## config.mk

```make
export PLATFORM = sky130hd
export DESIGN_NAME = qspi_target_fe
export DESIGN_NICKNAME = d
export VERILOG_FILES = /design/src/rtl/qspi_tgt_pkg.sv /design/src/rtl/qspi_tgt_sync.sv /design/src/rtl/qspi_tgt_regs.sv /design/src/rtl/qspi_tgt_ctrl.sv /design/src/rtl/qspi_target_fe.sv
export SDC_FILE = /design/constraint.sdc
export NUM_CORES = 1
export LEC_CHECK = 0
export ABC_AREA = 1
export BUFFER_PORTS_ARGS = -buffer_cell sky130_fd_sc_hd__buf_2
export CAP_MARGIN = 20
export CORE_UTILIZATION = 55
export DETAILED_ROUTE_END_ITERATION = 12
export PLACE_DENSITY = 0.73
export SYNTH_ARGS = -nofsm -noshare
export SYNTH_HDL_FRONTEND = slang
export SYNTH_SLANG_ARGS = --single-unit
export TNS_END_PERCENT = 50
```

## constraint.sdc

```tcl
create_clock -name clk -period 3.85 [get_ports clk]
set_input_delay 0.1925 -clock clk [delete_from_list [all_inputs] [get_ports clk]]
set_output_delay 0.1925 -clock clk [all_outputs]
set_load 0.01 [all_outputs]
```

## src/rtl/qspi_tgt_pkg.sv

```systemverilog
package qspi_tgt_pkg;

   localparam logic [7:0] OP_WREN  = 8'h06;
   localparam logic [7:0] OP_WRDI  = 8'h04;
   localparam logic [7:0] OP_RDSR1 = 8'h05;
   localparam logic [7:0] OP_RDSR2 = 8'h35;
   localparam logic [7:0] OP_WRSR  = 8'h01;
   localparam logic [7:0] OP_RD1   = 8'h03;
   localparam logic [7:0] OP_RD2   = 8'h3B;
   localparam logic [7:0] OP_RD4   = 8'h6B;

   typedef enum logic [1:0] {
      LN_X1,
      LN_X2,
      LN_X4
   } lane_e;

   typedef enum logic [2:0] {
      PH_CMD,
      PH_ADDR,
      PH_DUMMY,
      PH_OUT,
      PH_WDATA,
      PH_SKIP
   } phase_e;

endpackage

```

## src/rtl/qspi_tgt_sync.sv

```systemverilog
module qspi_tgt_sync #(
   parameter int             W       = 5,
   parameter int             STAGES  = 2,
   parameter logic [W-1:0]   RST_VAL = '0
) (
   input  logic         clk,
   input  logic         rst_n,
   input  logic [W-1:0] d,
   output logic [W-1:0] q
);

   generate
      if (STAGES == 0) begin : g_pass
         assign q = d;
      end else begin : g_chain
         logic [W-1:0] st [STAGES];
         always_ff @(posedge clk or negedge rst_n) begin
            if (!rst_n) begin
               for (int i = 0; i < STAGES; i++) st[i] <= RST_VAL;
            end else begin
               st[0] <= d;
               for (int i = 1; i < STAGES; i++) st[i] <= st[i-1];
            end
         end
         assign q = st[STAGES-1];
      end
   endgenerate

endmodule

```

## src/rtl/qspi_tgt_regs.sv

```systemverilog
module qspi_tgt_regs #(
   parameter logic QE_RESET = 1'b0
) (
   input  logic       clk,
   input  logic       rst_n,
   input  logic       cs_n_s,
   input  logic       wp_n_s,
   input  logic       hold_n_s,
   input  logic       busy,
   input  logic       wel_set,
   input  logic       wel_clr,
   input  logic       wr_stat,
   input  logic [5:0] wr_sr1_hi,
   input  logic       wr_qe,
   output logic [7:0] sr1,
   output logic [7:0] sr2,
   output logic       qe,
   output logic       hold_act
);

   logic       wel;
   logic [5:0] hi;
   logic       qe_r;
   logic       wp_block;

   // write-protect is only a pin function while the quad lines are not in use
   assign wp_block = hi[5] && !wp_n_s && !qe_r;

   always_ff @(posedge clk or negedge rst_n) begin
      if (!rst_n) begin
         wel  <= 1'b0;
         hi   <= '0;
         qe_r <= QE_RESET;
      end else begin
         if (wel_set) wel <= 1'b1;
         if (wel_clr) wel <= 1'b0;
         if (wr_stat && wel && !wp_block) begin
            hi   <= wr_sr1_hi;
            qe_r <= wr_qe;
            wel  <= 1'b0;
         end
      end
   end

   assign sr1      = {hi, wel, busy};
   assign sr2      = {6'b0, qe_r, 1'b0};
   assign qe       = qe_r;
   assign hold_act = !cs_n_s && !qe_r && !hold_n_s;

endmodule

```

## src/rtl/qspi_tgt_ctrl.sv

```systemverilog
module qspi_tgt_ctrl
   import qspi_tgt_pkg::*;
#(
   parameter int ADDR_W     = 24,
   parameter int DUMMY_CLKS = 8
) (
   input  logic              clk,
   input  logic              rst_n,
   input  logic              sclk_s,
   input  logic              cs_n_s,
   input  logic              io0_s,
   input  logic              hold_act,
   input  logic              qe,
   input  logic [7:0]        sr1,
   input  logic [7:0]        sr2,
   output logic              wel_set,
   output logic              wel_clr,
   output logic              wr_stat,
   output logic [5:0]        wr_sr1_hi,
   output logic              wr_qe,
   output logic              be_rd_req,
   output logic [ADDR_W-1:0] be_rd_addr,
   input  logic [7:0]        be_rd_data,
   output logic [3:0]        io_out,
   output logic [3:0]        io_oe
);

   localparam int CW = $clog2(ADDR_W + DUMMY_CLKS + 1);

   logic              sclk_q;
   logic              armed;
   phase_e            ph;
   lane_e             ln;
   logic [CW-1:0]     bcnt;
   logic [ADDR_W-1:0] shreg;
   logic [ADDR_W-1:0] cap;
   logic [ADDR_W-1:0] nxt_addr;
   logic              stat_src;
   logic              stat_sel2;
   logic [7:0]        oshift;
   logic [7:0]        obuf;
   logic [7:0]        nxt_byte;
   logic [2:0]        ocnt;
   logic              driving;
   logic              req_q;
   logic              run;
   logic              rise;
   logic              fall;

   function automatic logic [3:0] pin_map(lane_e l, logic [7:0] b);
      case (l)
         LN_X2:   return {2'b00, b[7:6]};
         LN_X4:   return b[7:4];
         default: return {2'b00, b[7], 1'b0};
      endcase
   endfunction

   function automatic logic [7:0] lane_shift(lane_e l, logic [7:0] b);
      case (l)
         LN_X2:   return {b[5:0], 2'b00};
         LN_X4:   return {b[3:0], 4'b0000};
         default: return {b[6:0], 1'b0};
      endcase
   endfunction

   function automatic logic [2:0] chunk_last(lane_e l);
      case (l)
         LN_X2:   return 3'd3;
         LN_X4:   return 3'd1;
         default: return 3'd7;
      endcase
   endfunction

   function automatic logic [3:0] oe_mask(lane_e l);
      case (l)
         LN_X2:   return 4'b0011;
         LN_X4:   return 4'b1111;
         default: return 4'b0010;
      endcase
   endfunction

   assign run  = !cs_n_s && armed && !hold_act;
   assign rise = run && sclk_s && !sclk_q;
   assign fall = run && !sclk_s && sclk_q;
   assign cap  = {shreg[ADDR_W-2:0], io0_s};

   always_comb begin
      if (ocnt == 3'd0) nxt_byte = stat_src ? (stat_sel2 ? sr2 : sr1) : obuf;
      else              nxt_byte = lane_shift(ln, oshift);
   end

   always_ff @(posedge clk or negedge rst_n) begin
      if (!rst_n) begin
         sclk_q     <= 1'b0;
         armed      <= 1'b0;
         ph         <= PH_CMD;
         ln         <= LN_X1;
         bcnt       <= '0;
         shreg      <= '0;
         nxt_addr   <= '0;
         stat_src   <= 1'b0;
         stat_sel2  <= 1'b0;
         oshift     <= '0;
         obuf       <= '0;
         ocnt       <= '0;
         driving    <= 1'b0;
         req_q      <= 1'b0;
         wel_set    <= 1'b0;
         wel_clr    <= 1'b0;
         wr_stat    <= 1'b0;
         wr_sr1_hi  <= '0;
         wr_qe      <= 1'b0;
         be_rd_req  <= 1'b0;
         be_rd_addr <= '0;
         io_out     <= '0;
         io_oe      <= '0;
      end else begin
         sclk_q    <= sclk_s;
         wel_set   <= 1'b0;
         wel_clr   <= 1'b0;
         wr_stat   <= 1'b0;
         be_rd_req <= 1'b0;
         req_q     <= be_rd_req;
         if (req_q) obuf <= be_rd_data;

         if (cs_n_s) begin
            armed   <= 1'b1;
            ph      <= PH_CMD;
            ln      <= LN_X1;
            bcnt    <= '0;
            ocnt    <= '0;
            driving <= 1'b0;
         end else if (rise) begin
            shreg <= cap;
            bcnt  <= bcnt + 1'b1;
            case (ph)
               PH_CMD: begin
                  if (bcnt == CW'(7)) begin
                     bcnt <= '0;
                     ph   <= PH_SKIP;
                     case (cap[7:0])
                        OP_WREN: wel_set <= 1'b1;
                        OP_WRDI: wel_clr <= 1'b1;
                        OP_RDSR1, OP_RDSR2: begin
                           ph        <= PH_OUT;
                           ln        <= LN_X1;
                           stat_src  <= 1'b1;
                           stat_sel2 <= (cap[7:0] == OP_RDSR2);
                        end
                        OP_WRSR: ph <= PH_WDATA;
                        OP_RD1: begin
                           ph       <= PH_ADDR;
                           ln       <= LN_X1;
                           stat_src <= 1'b0;
                        end
                        OP_RD2: begin
                           ph       <= PH_ADDR;
                           ln       <= LN_X2;
                           stat_src <= 1'b0;
                        end
                        OP_RD4: begin
                           if (qe) begin
                              ph       <= PH_ADDR;
                              ln       <= LN_X4;
                              stat_src <= 1'b0;
                           end
                        end
                        default: ;
                     endcase
                  end
               end
               PH_ADDR: begin
                  if (bcnt == CW'(ADDR_W-1)) begin
                     bcnt <= '0;
                     if (ln == LN_X1) begin
                        ph         <= PH_OUT;
                        be_rd_req  <= 1'b1;
                        be_rd_addr <= cap;
                        nxt_addr   <= cap + 1'b1;
                     end else begin
                        ph       <= PH_DUMMY;
                        nxt_addr <= cap;
                     end
                  end
               end
               PH_DUMMY: begin
                  if (bcnt == CW'(DUMMY_CLKS-1)) begin
                     bcnt       <= '0;
                     ph         <= PH_OUT;
                     be_rd_req  <= 1'b1;
                     be_rd_addr <= nxt_addr;
                     nxt_addr   <= nxt_addr + 1'b1;
                  end
               end
               PH_WDATA: begin
                  if (bcnt == CW'(15)) begin
                     bcnt      <= '0;
                     ph        <= PH_SKIP;
                     wr_stat   <= 1'b1;
                     wr_sr1_hi <= cap[15:10];
                     wr_qe     <= cap[1];
                  end
               end
               default: ;
            endcase
         end else if (fall && ph == PH_OUT) begin
            driving <= 1'b1;
            oshift  <= nxt_byte;
            io_out  <= pin_map(ln, nxt_byte);
            if (ocnt == 3'd0) begin
               ocnt <= chunk_last(ln);
               if (!stat_src) begin
                  be_rd_req  <= 1'b1;
                  be_rd_addr <= nxt_addr;
                  nxt_addr   <= nxt_addr + 1'b1;
               end
            end else begin
               ocnt <= ocnt - 1'b1;
            end
         end

         io_oe <= (!cs_n_s && !hold_act && driving && ph == PH_OUT) ? oe_mask(ln) : 4'b0000;
      end
   end

endmodule

```

## src/rtl/qspi_target_fe.sv

```systemverilog
module qspi_target_fe #(
   parameter int   ADDR_W      = 24,
   parameter int   DUMMY_CLKS  = 8,
   parameter int   SYNC_STAGES = 2,
   parameter logic QE_RESET    = 1'b0
) (
   input  logic              clk,
   input  logic              rst_n,
   input  logic              sclk,
   input  logic              cs_n,
   input  logic              io0_in,
   input  logic              io2_in,
   input  logic              io3_in,
   output logic [3:0]        io_out,
   output logic [3:0]        io_oe,
   output logic              be_rd_req,
   output logic [ADDR_W-1:0] be_rd_addr,
   input  logic [7:0]        be_rd_data,
   input  logic              be_busy
);

   localparam int         SW      = 5;
   localparam logic [4:0] SYNC_RV = 5'b00110;

   initial begin
      assert (ADDR_W >= 16 && ADDR_W <= 32 && (ADDR_W % 8) == 0)
         else $error("ADDR_W must be a byte multiple between 16 and 32");
      assert (DUMMY_CLKS >= 1 && DUMMY_CLKS <= 32)
         else $error("DUMMY_CLKS out of range");
      assert (SYNC_STAGES >= 0 && SYNC_STAGES <= 3)
         else $error("SYNC_STAGES out of range");
   end

   logic [SW-1:0] pins_s;
   logic          sclk_s, cs_n_s, hold_n_s, wp_n_s, io0_s;
   logic          hold_act, qe;
   logic [7:0]    sr1, sr2;
   logic          wel_set, wel_clr, wr_stat, wr_qe;
   logic [5:0]    wr_sr1_hi;

   qspi_tgt_sync #(
      .W       (SW),
      .STAGES  (SYNC_STAGES),
      .RST_VAL (SYNC_RV)
   ) u_sync (
      .clk   (clk),
      .rst_n (rst_n),
      .d     ({sclk, cs_n, io3_in, io2_in, io0_in}),
      .q     (pins_s)
   );

   assign {sclk_s, cs_n_s, hold_n_s, wp_n_s, io0_s} = pins_s;

   qspi_tgt_regs #(
      .QE_RESET (QE_RESET)
   ) u_regs (
      .clk       (clk),
      .rst_n     (rst_n),
      .cs_n_s    (cs_n_s),
      .wp_n_s    (wp_n_s),
      .hold_n_s  (hold_n_s),
      .busy      (be_busy),
      .wel_set   (wel_set),
      .wel_clr   (wel_clr),
      .wr_stat   (wr_stat),
      .wr_sr1_hi (wr_sr1_hi),
      .wr_qe     (wr_qe),
      .sr1       (sr1),
      .sr2       (sr2),
      .qe        (qe),
      .hold_act  (hold_act)
   );

   qspi_tgt_ctrl #(
      .ADDR_W     (ADDR_W),
      .DUMMY_CLKS (DUMMY_CLKS)
   ) u_ctrl (
      .clk        (clk),
      .rst_n      (rst_n),
      .sclk_s     (sclk_s),
      .cs_n_s     (cs_n_s),
      .io0_s      (io0_s),
      .hold_act   (hold_act),
      .qe         (qe),
      .sr1        (sr1),
      .sr2        (sr2),
      .wel_set    (wel_set),
      .wel_clr    (wel_clr),
      .wr_stat    (wr_stat),
      .wr_sr1_hi  (wr_sr1_hi),
      .wr_qe      (wr_qe),
      .be_rd_req  (be_rd_req),
      .be_rd_addr (be_rd_addr),
      .be_rd_data (be_rd_data),
      .io_out     (io_out),
      .io_oe      (io_oe)
   );

endmodule

```

==> flow_summary.json <==
{
  "fin_hold_ws_ns": 0.03817,
  "place_ws_ns": 1.036,
  "wl_per_cell_um": 15.29,
  "coreArea_sq_um": 13880,
  "async_reset_ff_share_pct": 100.0,
  "multi_input_area_sq_um": 3694,
  "fmax_mhz": 355.6,
  "drt_iter0_markers": 884,
  "ff_latch_area_sq_um": 3558,
  "worstSetupStartpoint": "u_sync.q[3]",
  "yosysWarnings": 0,
  "antenna_found_initial": 0,
  "end_kind": "flop",
  "arrival_ns": 3.17,
  "tightest_slew_ns": 0.8655,
  "r2r_cells": 10,
  "rows": 43,
  "vias": 7237,
  "yosysUniqueCellTypes": 38,
  "cts_tree": "done",
  "clock-sinks": 142,
  "clockBufferDepth": 2,
  "cts_resized": 0,
  "path_max_fanout": 46,
  "post-route-min-period_ns": 2.812,
  "p_leak_uw": 0.004284,
  "r2r-start": "u_sync.q[3]",
  "clkTransAtPathRegs_ns": 0.06,
  "crit_path_end": "u_ctrl.be_rd_addr[20]",
  "ys_seq_elements": 142,
  "synth_edf_count": 0,
  "drive_above_1_share_pct": 9.202,
  "synthDominantCellAreaShare_pct": 44.15,
  "yosysTopAreaCell": "dfrtp_1",
  "viasPerCell": 5.478,
  "initial_core_util_pct": 56.35,
  "synth_ff_type": "dfrtp_1",
  "final.setup.worst_slack_ns": 1.038,
  "syn_area_per_cell_sq_um": 7.236,
  "die_height_um": 121.3,
  "setup_viol": 0,
  "power.density_nw_per_um2": 419.3,
  "cts_buffers": 17,
  "dp.cells": 1276,
  "overflow": 0,
  "fin_crit_sh_pct": 73.04,
  "port_buffers": 48,
  "detail-route-antenna-nets": 0,
  "slew_viol_final": 0,
  "finalClockSkew_ns": 0.008198,
  "die_x_um": 121.3,
  "synth.most_common_cell": "nand2_1",
  "ir_worst_vdd_v": 0.0003233,
  "gp_congestion": 0.9039,
  "grt_max_degree": 116,
  "worstSkewPairLatency_ns": 0.43,
  "yosys-top-cells-area": "dfrtp_1 (44%), nand2_1 (18%), o21ai_0 (6.4%)",
  "r2r_slack_ns": 1.04,
  "hold_viol_final": 0,
  "fill_cells": 1193,
  "antennaDiodeCount": 0,
  "grt_pass1_vias": 6351,
  "grt_use_total_pct": 29.19,
  "status": "completed",
  "syn-instance-count": 1081,
  "io_pins": 49,
  "firstDrtPassIters": 6,
  "clockRootBuffer": "clkbuf_16",
  "place.detailed.hpwl_um": 14040,
  "fin_tns_setup_ns": 0,
  "worstHoldPathType": "input port to flop",
  "route.detailed.drc": 0,
  "synth_common_cells": "nand2_1 (369), dfrtp_1 (138), nor2_1 (106), o21ai_0 (100)",
  "routed_wl_um": 20200,
  "setup.worst_path.start_class": "flop",
  "slew_headroom_pct": 42.16,
  "syn2layout_area_growth_pct": 13.52,
  "ys_seq_area_share_pct": 45.49,
  "fin_cells": 1321,
  "cts_max_level": 4,
  "reg2reg_to": "u_ctrl.be_rd_addr[20]",
  "required_ns": 4.21,
  "maxCapViolations": 0,
  "synth_area_sq_um": 7823,
  "fin_nets": 1157,
  "die_area_sq_um": 14700,
  "grt_pass1_wl_um": 32780,
  "syn-num-nets": 1109,
  "worstSetupPathType": "flop to flop",
  "rsz0062_at_grt": "false"
}
through the flow:
| stage | util (%) | power, uW | cell area, sq um |
|---|---|---|---|
| after CTS | 63.77 | 3734 | 8852 |
| after global placement | 58.59 | 2057 | 8133 |
| final | 63.97 | 3724 | 8880 |
| after floorplan | - | 1912 | 7823 |
| after global routing | 63.97 | 3879 | 8880 |
| after detailed placement | 58.59 | 2061 | 8133 |
report_power, final:
group          internal, uW  switching, uW  leakage (uW)  total (uW)
clock                  1030            634      0.000286        1660
sequential             1580           94.8       0.00191        1680
combinational           137            245       0.00209         383
total                  2750            974       0.00428        3720
worst min path at each step:
stage,start,endpoint,slack (ns),depth (start not counted)
finish,be_rd_data[0],u_ctrl.obuf[0],0.04,3
global route,be_rd_data[0],u_ctrl.obuf[0],0.05,3
CTS,be_rd_data[0],u_ctrl.obuf[0],0.04,3
detailed placement,io3_in,u_sync.g_chain.st[7],0.30,1
global placement,io3_in,u_sync.g_chain.st[7],0.30,1
floorplan,rst_n,u_ctrl.armed,-0.10,0
worst max-delay path, cell delays in order, from the launching register on:
cell     delay [ns]
dfrtp_1        0.42
inv_2          0.23
nand2_2        0.11
nor2_4         0.14
nand2_2        0.16
buf_4          0.30
nand2_2        0.15
nand3_2        0.56
inv_2          0.46
nand2_1        0.10
nand2_1        0.09
routing by layer:
layer | track usage (%) | part of all wire, % | wire length (um)
met1 | 44.79 | 48 | 9786
met3 | 7.002 | 8.5 | 1713
met2 | 40.89 | 42 | 8431
met4 | 7.562 | 1.3 | 268
met5 | 0 | 0 | 0
final cells by class:
class,count,share of cell area [%]
Clock buffer,20,5.030
Clock inverter,11,1.606
Inverter,103,4.354
Multi-Input combinational cell,800,41.59
Sequential cell,142,40.07
Tap cell,180,2.536
Timing Repair Buffer,65,4.805
repair_timing:
| action | CTS | global route |
|---|---|---|
| endpoints found under the hold margin | 122 | 0 |
| buffers inserted | 0 | 0 |
| endpoints found under the setup margin | 0 | 0 |
| hold buffers | 13 | 0 |
placed cells by master (no fill, tap or decap), drive strengths merged, types with 13 or more instances in the layout:
cell type / Yosys / routed
a21oi: 20 / 20
nand4: 15 / 15
dfrtp: 138 / 138
nor2: 109 / 109
nand2: 373 / 373
buf: 23 / 52
o21ai: 115 / 115
clkbuf: 13 / 20
dlygate4sd3: 0 / 13
inv: 103 / 103
nand3: 99 / 99
registers in the layout, indices dropped and copies added (netlist names), 2 cells and up:
| name | flops |
|---|---|
| u_sync.q | 5 |
| u_ctrl.nxt_addr | 24 |
| u_ctrl.ph | 3 |
| u_ctrl.ln | 2 |
| u_ctrl.wr_sr1_hi | 6 |
| u_ctrl.shreg | 23 |
| u_ctrl.obuf | 8 |
| u_sync.g_chain.st | 5 |
| u_ctrl.io_out | 4 |
| u_ctrl.bcnt | 6 |
| u_regs.hi | 6 |
| u_ctrl.ocnt | 3 |
| u_ctrl.io_oe | 3 |
| u_ctrl.be_rd_addr | 24 |
| u_ctrl.oshift | 7 |
cell families (layout without fill, tap and decap cells):
kind of cell             Yosys count  in the layout  synth area share (%)
AO/OA/AOI/OAI                    154            154                 10.57
XOR/XNOR                          12             12                 1.344
adder cells (fa/ha/maj)           12             12                 1.919
buffers and inverters            139            199                 7.294
flip-flops                       142            142                 45.49
multiplexers                       4              4                0.5598
AND/OR/NAND/NOR                  618            618                 32.82
(Power assumes the default switching activity.)
